File: config.mk
export PLATFORM = sky130hd
export DESIGN_NAME = addr_cipher
export DESIGN_NICKNAME = d
export VERILOG_FILES = /design/src/rtl/addr_cipher_pkg.sv /design/src/rtl/cipher_round_fn.sv /design/src/rtl/cipher_round.sv /design/src/rtl/cipher_keysched.sv /design/src/rtl/cipher_stage.sv /design/src/rtl/addr_cipher.sv
export SDC_FILE = /design/constraint.sdc
export NUM_CORES = 1
export LEC_CHECK = 0
export BUFFER_PORTS_ARGS = -buffer_cell sky130_fd_sc_hd__buf_2
export CORE_ASPECT_RATIO = 0.5
export CORE_MARGIN = 8
export CORE_UTILIZATION = 43
export DETAILED_ROUTE_END_ITERATION = 6
export GPL_TIMING_DRIVEN = 0
export PLACE_DENSITY = 0.63
export RECOVER_POWER = 100
export SYNTH_ARGS = -nofsm -noshare
export SYNTH_HDL_FRONTEND = slang
export SYNTH_SLANG_ARGS = --single-unit
File: constraint.sdc
create_clock -name clk -period 5.1 [get_ports clk]
set_clock_uncertainty 0.1 [all_clocks]
set_input_delay 1.02 -clock clk [delete_from_list [all_inputs] [get_ports clk]]
set_output_delay 1.02 -clock clk [all_outputs]
set_load 0.02 [all_outputs]
File: src/rtl/addr_cipher_pkg.sv
package addr_cipher_pkg;

    localparam int NIB_W    = 4;
    localparam int PERM_MUL = 7;

    // Fixed 4-bit substitution used by every nibble of the round function.
    function automatic logic [NIB_W-1:0] sbox4(input logic [NIB_W-1:0] x);
        logic [NIB_W-1:0] y;
        case (x)
            4'h0: y = 4'h6;
            4'h1: y = 4'hB;
            4'h2: y = 4'h0;
            4'h3: y = 4'hD;
            4'h4: y = 4'h3;
            4'h5: y = 4'hE;
            4'h6: y = 4'h9;
            4'h7: y = 4'h4;
            4'h8: y = 4'hF;
            4'h9: y = 4'h1;
            4'hA: y = 4'hC;
            4'hB: y = 4'h7;
            4'hC: y = 4'hA;
            4'hD: y = 4'h2;
            4'hE: y = 4'h8;
            default: y = 4'h5;
        endcase
        return y;
    endfunction

endpackage

File: src/rtl/cipher_round_fn.sv
module cipher_round_fn
    import addr_cipher_pkg::*;
#(
    parameter int HALF_W = 20
) (
    input  logic [HALF_W-1:0] half_in,
    input  logic [HALF_W-1:0] round_key,
    output logic [HALF_W-1:0] mix_out
);
    localparam int NUM_NIB = HALF_W / NIB_W;

    logic [HALF_W-1:0] keyed;
    logic [HALF_W-1:0] subst;

    assign keyed = half_in ^ round_key;

    // Substitution layer: one table per nibble.
    for (genvar n = 0; n < NUM_NIB; n++) begin : g_sbox
        assign subst[n*NIB_W +: NIB_W] = sbox4(keyed[n*NIB_W +: NIB_W]);
    end

    // Permutation layer: bit b moves to (PERM_MUL*b) mod HALF_W.
    for (genvar b = 0; b < HALF_W; b++) begin : g_perm
        localparam int DST = (b * PERM_MUL) % HALF_W;
        assign mix_out[DST] = subst[b];
    end
endmodule

File: src/rtl/cipher_round.sv
module cipher_round #(
    parameter int HALF_W = 20,
    parameter bit FINAL  = 1'b0
) (
    input  logic [HALF_W-1:0] l_in,
    input  logic [HALF_W-1:0] r_in,
    input  logic [HALF_W-1:0] round_key,
    output logic [HALF_W-1:0] l_out,
    output logic [HALF_W-1:0] r_out
);
    logic [HALF_W-1:0] f_val;

    cipher_round_fn #(.HALF_W(HALF_W)) u_fn (
        .half_in   (r_in),
        .round_key (round_key),
        .mix_out   (f_val)
    );

    if (FINAL) begin : g_noswap
        assign l_out = l_in ^ f_val;
        assign r_out = r_in;
    end else begin : g_swap
        assign l_out = r_in;
        assign r_out = l_in ^ f_val;
    end
endmodule

File: src/rtl/cipher_keysched.sv
module cipher_keysched #(
    parameter int BLK_W   = 40,
    parameter int ROUNDS  = 4,
    parameter int KEY_ROT = 10
) (
    input  logic [BLK_W-1:0]              key,
    input  logic                          inverse,
    output logic [ROUNDS*(BLK_W/2)-1:0]   rk_flat
);
    localparam int HALF_W = BLK_W / 2;

    logic [2*BLK_W-1:0]  key_dbl;
    logic [HALF_W-1:0]   fwd_rk [ROUNDS];

    assign key_dbl = {key, key};

    // Forward round key i: low half of key rotated left by KEY_ROT*i.
    for (genvar i = 0; i < ROUNDS; i++) begin : g_rot
        localparam int SH = (KEY_ROT * i) % BLK_W;
        logic [BLK_W-1:0] rotated;
        assign rotated   = key_dbl[2*BLK_W-1-SH -: BLK_W];
        assign fwd_rk[i] = rotated[HALF_W-1:0];
    end

    // Inverse direction walks the same keys in reverse order.
    for (genvar i = 0; i < ROUNDS; i++) begin : g_order
        assign rk_flat[i*HALF_W +: HALF_W] = inverse ? fwd_rk[ROUNDS-1-i] : fwd_rk[i];
    end
endmodule

File: src/rtl/cipher_stage.sv
module cipher_stage #(
    parameter int HALF_W     = 20,
    parameter int NR         = 2,
    parameter bit LAST_STAGE = 1'b0
) (
    input  logic [HALF_W-1:0]    l_in,
    input  logic [HALF_W-1:0]    r_in,
    input  logic [NR*HALF_W-1:0] rk,
    output logic [HALF_W-1:0]    l_out,
    output logic [HALF_W-1:0]    r_out
);
    logic [HALF_W-1:0] l_c [NR+1];
    logic [HALF_W-1:0] r_c [NR+1];

    assign l_c[0] = l_in;
    assign r_c[0] = r_in;

    for (genvar j = 0; j < NR; j++) begin : g_rnd
        localparam bit IS_FINAL = LAST_STAGE && (j == NR - 1);
        cipher_round #(.HALF_W(HALF_W), .FINAL(IS_FINAL)) u_rnd (
            .l_in      (l_c[j]),
            .r_in      (r_c[j]),
            .round_key (rk[j*HALF_W +: HALF_W]),
            .l_out     (l_c[j+1]),
            .r_out     (r_c[j+1])
        );
    end

    assign l_out = l_c[NR];
    assign r_out = r_c[NR];
endmodule

File: src/rtl/addr_cipher.sv
module addr_cipher #(
    parameter int BLK_W     = 40,
    parameter int PER_STAGE = 2,
    parameter int KEY_ROT   = 10
) (
    input  logic             clk,
    input  logic             rst_n,
    input  logic             in_valid,
    input  logic [BLK_W-1:0] in_addr,
    input  logic [BLK_W-1:0] in_key,
    input  logic             in_decrypt,
    output logic             out_valid,
    output logic [BLK_W-1:0] out_addr
);
    localparam int HALF_W = BLK_W / 2;
    localparam int ROUNDS = 2 * PER_STAGE;
    localparam int RKS_W  = PER_STAGE * HALF_W;

    typedef struct packed {
        logic             v1;
        logic [HALF_W-1:0] l1;
        logic [HALF_W-1:0] r1;
        logic [RKS_W-1:0]  rk1;
        logic              v2;
        logic [BLK_W-1:0]  res;
    } pipe_t;

    pipe_t st_d, st_q;

    logic [ROUNDS*HALF_W-1:0] rk_all;
    logic [HALF_W-1:0]        s1_l, s1_r, s2_l, s2_r;

    cipher_keysched #(.BLK_W(BLK_W), .ROUNDS(ROUNDS), .KEY_ROT(KEY_ROT)) u_ks (
        .key     (in_key),
        .inverse (in_decrypt),
        .rk_flat (rk_all)
    );

    cipher_stage #(.HALF_W(HALF_W), .NR(PER_STAGE), .LAST_STAGE(1'b0)) u_st1 (
        .l_in  (in_addr[BLK_W-1:HALF_W]),
        .r_in  (in_addr[HALF_W-1:0]),
        .rk    (rk_all[RKS_W-1:0]),
        .l_out (s1_l),
        .r_out (s1_r)
    );

    cipher_stage #(.HALF_W(HALF_W), .NR(PER_STAGE), .LAST_STAGE(1'b1)) u_st2 (
        .l_in  (st_q.l1),
        .r_in  (st_q.r1),
        .rk    (st_q.rk1),
        .l_out (s2_l),
        .r_out (s2_r)
    );

    always_comb begin
        st_d    = st_q;
        st_d.v1 = in_valid;
        if (in_valid) begin
            st_d.l1  = s1_l;
            st_d.r1  = s1_r;
            st_d.rk1 = rk_all[ROUNDS*HALF_W-1:RKS_W];
        end
        st_d.v2 = st_q.v1;
        if (st_q.v1) begin
            st_d.res = {s2_l, s2_r};
        end
    end

    always_ff @(posedge clk or negedge rst_n) begin
        if (!rst_n) st_q <= '0;
        else        st_q <= st_d;
    end

    assign out_valid = st_q.v2;
    assign out_addr  = st_q.res;
endmodule

# [Yosys cells after proc, flatten, opt, wreduce, memory -nomap -nowiden]
# Memory sizes are Yosys's and may differ from the RTL's.
# Cells that the tools add are included.
[totals] reg_bits=122 mem_bits_ro=1280 input_bits=84 out_inout_bits=41 wordCells=38 n_memories=20
[op_classes] muxes=4 bitwise=8
[memory_table] memory="(name not given)" words=16 width=4 rd=1 rd_ports_with_merged_regs=0 write_ports=0 line="addr_cipher_pkg.sv:9" source="case (x)"
[memory_table] memory="(name not given)" words=16 width=4 rd=1 rd_ports_with_merged_regs=0 write_ports=0 line="addr_cipher_pkg.sv:9"
[memory_table] memory="(name not given)" words=16 width=4 rd=1 rd_ports_with_merged_regs=0 write_ports=0 line="addr_cipher_pkg.sv:9"
[memory_table] memory="(name not given)" words=16 width=4 rd=1 rd_ports_with_merged_regs=0 write_ports=0 line="addr_cipher_pkg.sv:9"
[memory_table] memory="(name not given)" words=16 width=4 rd=1 rd_ports_with_merged_regs=0 write_ports=0 line="addr_cipher_pkg.sv:9"
[memory_table] memory="(name not given)" words=16 width=4 rd=1 rd_ports_with_merged_regs=0 write_ports=0 line="addr_cipher_pkg.sv:9"
[memory_table] memory="14 more memories"
[ops] op="20-bit XOR" count=8
[ops] op="20-bit 2-to-1 mux" count=4

# [Depth between registers and ports, before layout]
# An unclocked memory read counts as a cell.
[depth] word_depth=7 ltp_mapped=15 ltp_nobuf=13

# [Modules after synthesis]
# Synthesis repeated with hierarchy kept, for this count alone.
[hier_totals] cells_unflattened=880 hier_area_um2=10432.5
[by_module_without_submodules] module="addr_cipher" instances=1 cells_each=295 area_per_inst_um2=5206.2 seq_area_each_um2=3052.9
[by_module_without_submodules] module="cipher_round_fn" instances=4 cells_each=84 area_per_inst_um2=638.1 seq_area_each_um2=0.0
[by_module_without_submodules] module="cipher_keysched" instances=1 cells_each=89 area_per_inst_um2=1372.6 seq_area_each_um2=0.0
[by_module_without_submodules] module="cipher_round" instances=4 cells_each=40 area_per_inst_um2=325.3 seq_area_each_um2=0.0

# [Worst setup path after synthesis]
# OpenSTA, ideal clock, no wires.
[synth_timing] path_type="in2reg" start="in in_decrypt" end="reg st_q[83] (netlist bit)" setup_time_ns=0.125 t_arrival_ns=3.643 required_ns=4.875 path_slack_ns=1.233 path_stages=14 path_buffers=1 path_cell_list="buf_6 -> mux2i_4 -> xor2_4 -> a21boi_1 -> o21ai_0 -> or3b_1 -> nand2_1 -> inv_1 -> ha_1 -> inv_1 -> nor3_1 -> a311o_1 -> xnor2_1 -> mux2_2"
[synth_between] elab_chain_len=7 elab_cells_between_ends=10 classes_between="mux: 2; bitwise: 4; memory: 4"
[synth_lines] element="from (decl)" line="addr_cipher.sv:11" source="input logic in_decrypt,"
[synth_lines] element="20-bit 2-to-1 mux" line="cipher_keysched.sv:27" source="assign rk_flat[i*HALF_W +: HALF_W] = inverse ? fwd_rk[ROUNDS-1-i] : fwd_rk[i];"
[synth_lines] element="20-bit XOR" line="cipher_round_fn.sv:15" source="assign keyed = half_in ^ round_key;"
[synth_lines] element="memory read 16 x 4 bit"
[synth_lines] element="20-bit XOR" line="cipher_round.sv:24" source="assign r_out = l_in ^ f_val;"
[synth_lines] element="20-bit XOR (*)" line="cipher_round_fn.sv:15"
[synth_lines] element="memory read 16 x 4 bit (*)"
[synth_lines] element="20-bit XOR (*)" line="cipher_round.sv:24"
[synth_lines] element="to (signal assigned)" line="addr_cipher.sv:71" source="else st_q <= st_d;"
[synth_lines] element="to (decl)" line="addr_cipher.sv:28" source="pipe_t st_d, st_q;"
# Mark *: on every way between the ends. The rest lies on a longest branch, timed or not.
# A chain may end at the register's enable or synchronous reset.

# [Worst setup path in the final report]
# Ends and elaborated chain as after synthesis.

==> parameters.txt <==
Parameter                              Value

Run status
  Outcome ... complete, but fails checks
  Violations in the final reports ... max-capacitance violations, max-slew violations

Final layout
  Layout overhead on the synthesized area ... 16.24%
  Number of antenna repair diodes ... 0
  Number of fillers in the final layout ... 1,974
  Nets ... roughly 1,200
  Share of final-layout standard cells stronger than drive strength 1 ... 0.2064
  Commonest cells after routing, fill and taps aside ... 146 x xnor2_1, 127 x a21oi_1, 122 x dfrtp_1
  Most common cell after layout, fill and taps aside ... xnor2_1
  Final non-filler cell total ... around 1,400

Detailed routing
  Starting DRC count in detailed routing ... 711
  Number of design rule violations left after detail routing ... 0
  Vias/cell ... 5.451
  Post-Route WL ... 29,480 um
  Post-detailed-route wirelength per cell ... 21.55 um
  1st-pass router iterations ... 5
  Routed via count ... 7,457
  Residual antenna-violating net count after detailed routing ... 0

Logic synthesis
  Most area-consuming cells after synthesis ... dfrtp_1 33%, xnor2_1 14%, xor2_1 8.2%
  Syn Nets ... 1,027
  Synth Instances ... roughly 940
  Number of flops mapped to enable cells by yosys ... 0
  Mapped Avg Cell Area ... 9.706 um^2
  Number of warnings reported in the yosys synthesis log ... 0
  Mapped Area ... 0.009114 mm^2
  Flip-flop and latch count after synthesis ... 122
  Cell accounting for the most synthesized area ... dfrtp_1
  Share of flip-flops with an asynchronous set or reset after synthesis ... 1.000
  Main synth FF type ... dfrtp_1
  Fraction of synthesized cell area taken by the top area cell type ... 0.3350
  Portion of the post-synthesis area used by sequential elements ... 0.3350
  Post-synth cell types ... 56

Floorplanning
  Core Box Area ... 0.02065 mm^2
  Height of the chip ... 118.9 um
  Die width ... 221.9 um
  Initial cell density of the core ... 0.4414
  Count of standard-cell rows ... 37
  Boundary Pins ... between 100 and 150
  DIE AREA ... 0.02639 mm^2

Placement
  Input/output buffers ... 123
  Number of cells in the design after placement ... 1,336
  Detail Placement HPWL ... 24,030 um
  Routability congestion estimate ... 0.9623

Power
  Sequential share of power ... 0.212
  Clk network pwr share ... 0.168
  Part of the total power dissipated in combinational logic ... 0.619
  Pwr Density ... roughly 740 mW/mm^2
  Largest vdd supply drop ... 0.3798 mV
  Net switching share of the total power ... 0.4466
  Leakage ... around 4.4 nW
  Cell-internal power ... 4.340 mW
  Net switching component of the power ... about 3.5 mW

Min path
  Hold Crit Depth ... 0
  Critical hold path startpoint ... st_d[40]
  Class of the worst hold path ... flop to flop
  Min-Delay Endpoint ... out_valid

STA
  Final setup violation count ... 0
  Post-route fraction of the period consumed by the critical path ... 0.8416
  Final Slew Violations ... 46
  Highest Clock Rate ... 0.2330 GHz
  Post-Route Setup TNS ... 0 ns
  Time the worst path needs with I/O delays and setup ... 4.292 ns
  Hold Fails Final Rpt ... 0
  Relative slew slack ... -0.7096
  Setup repair after global routing missed its margin ... no
  Measured slew at the worst slew-check pin ... 2.564 ns

Clock tree
  Clock tree buffer depth ... 2
  Maximum level of the CTS H-tree ... 4
  CTS Sinks ... between 100 and 150
  Number of buffers created by CTS ... 17
  Hold-fix buffers, CTS ... 0
  Number of buffers added for setup after CTS ... 0
  Clock latency at the later pin of the worst-skew pair ... 0.41 ns
  Cell chosen for the clock root ... clkbuf_16
  Clock transition at the register clock pins on the worst setup and hold paths after CTS ... 0.06 ns
  TritonCTS clock tree ... built
  Gates resized, CTS repair ... 0

Worst setup path
  Internal reg-to-reg setup slack ... between 2 and 2.5 ns
  Critical Path Fanout Max ... 10
  Required time of the critical path ... 5.35 ns
  Kind of end point of the critical path ... flop
  Logic depth of the worst register-to-register path ... 8
  Critical path launch point type ... primary input
  Startpoint-to-endpoint class of the critical path ... primary input to flop
  Critical R2R Launch ... st_q[95]
  Worst EP arrival ... 4.54 ns
  Endpoint of the most critical register-to-register path ... out_addr[22]

Global route
  Overflow after GRT ... 0
  Wire length of the first global-routing pass ... roughly 45,000 um
  Vias in the first global route ... approximately 7,500
  GRT Overall Usage ... 0.2223
  Pin count of the biggest net entering global routing ... ~80
  Antenna violations before repair ... 1

Flow run
  Total of max-cap violations ... 1
## worst max-delay path by stage
stage                     slack [ns]       end       start
after global placement          0.76  st_q[83]  in_decrypt
after global routing            0.56  st_q[83]  in_decrypt
after CTS                       1.11  st_q[83]  in_decrypt
final                           0.81  st_q[83]  in_decrypt
after detailed placement        0.69  st_q[83]  in_decrypt
after floorplan                 1.23  st_q[83]  in_decrypt
## power by group through the flow
| stage | Sequential [mW] | Combinational [mW] | Clock, mW |
|---|---|---|---|
| floorplan | 1.54 | 3.75 | 0 |
| global placement | 1.66 | 4.70 | 0 |
| detailed placement | 1.68 | 4.87 | 0 |
| CTS | 1.66 | 4.92 | 1.33 |
| global route | 1.71 | 5.35 | 1.37 |
| finish | 1.66 | 4.86 | 1.32 |
## stage by stage
stage	area, um^2	util	power, mW	hold slack, ns	worst slack [ns]
6_report	10590	0.5131	7.843	0.2813	0.8077
5_1_grt	10590	0.5131	8.429	0.3026	0.5623
4_1_cts	10760	0.5209	7.907	0.2829	1.106
3_5_place_dp	10100	0.4894	6.548	0.2695	0.6896
3_3_place_gp	10070	0.4878	6.369	0.2648	0.7609
2_1_floorplan	9114	-	5.296	0.2520	1.233
## final cells by class
class                           count  area (um^2)  share of cell area
Buffer                             72        452.9             0.04275
Clock buffer                       18        429.2             0.04051
Clock inverter                     14        221.5             0.02090
Inverter                           10        37.54            0.003543
Multi-Input combinational cell    735         5469              0.5162
Sequential cell                   122         3053              0.2882
Tap cell                          273        341.6             0.03224
Timing Repair Buffer              124        589.3             0.05563
## kinds of logic (layout without fill, tap and decap cells)
family | Yosys count | after routing | synth area share
multiplexers | 110 | 110 | 0.1380
AND/OR/NAND/NOR | 175 | 175 | 0.08690
adder cells (fa/ha/maj) | 4 | 4 | 0.005492
XOR/XNOR | 241 | 241 | 0.2485
flip-flops | 122 | 122 | 0.3350
buffers and inverters | 82 | 238 | 0.05437
AO/OA/AOI/OAI | 205 | 205 | 0.1318
## critical path, cell delays in order
cell,delay [ns]
buf_6,0.17
buf_12,0.18
buf_6,0.18
clkbuf_1,0.47
a21oi_1,0.27
xnor2_1,0.22
or3b_1,0.40
nand2_1,0.16
inv_1,0.08
ha_1,0.29
inv_1,0.09
nor3_1,0.06
a311o_1,0.35
xnor2_1,0.35
mux2_2,0.23
## flip-flops by register name, summed over array words and instances (netlist names)
register and cells:
st_q 80, out_addr 40, out_valid 1, st_d 1
## Yosys cell counts (19+ instances only)
library cell  count
clkbuf_1         24
dfrtp_1         122
nor2_1           82
a21oi_1         125
o21ai_0          25
nor2b_1          21
nand3_1          19
xnor2_1         141
nand2_1          21
mux2i_1          43
xor2_1           85
mux2_2           59
nor3_1           19
buf_4            41
## per-layer routing
layer / global-route usage / part of all wire / vias up
met5: 0 / 0.00034 / -
met4: 0.05439 / 0.016 / 2
met3: 0.05805 / 0.089 / 33
met2: 0.3262 / 0.41 / 304
met1: 0.3212 / 0.48 / 3634
li1: - / - / 3484
Note: power is estimated with default switching activity, not from simulation.
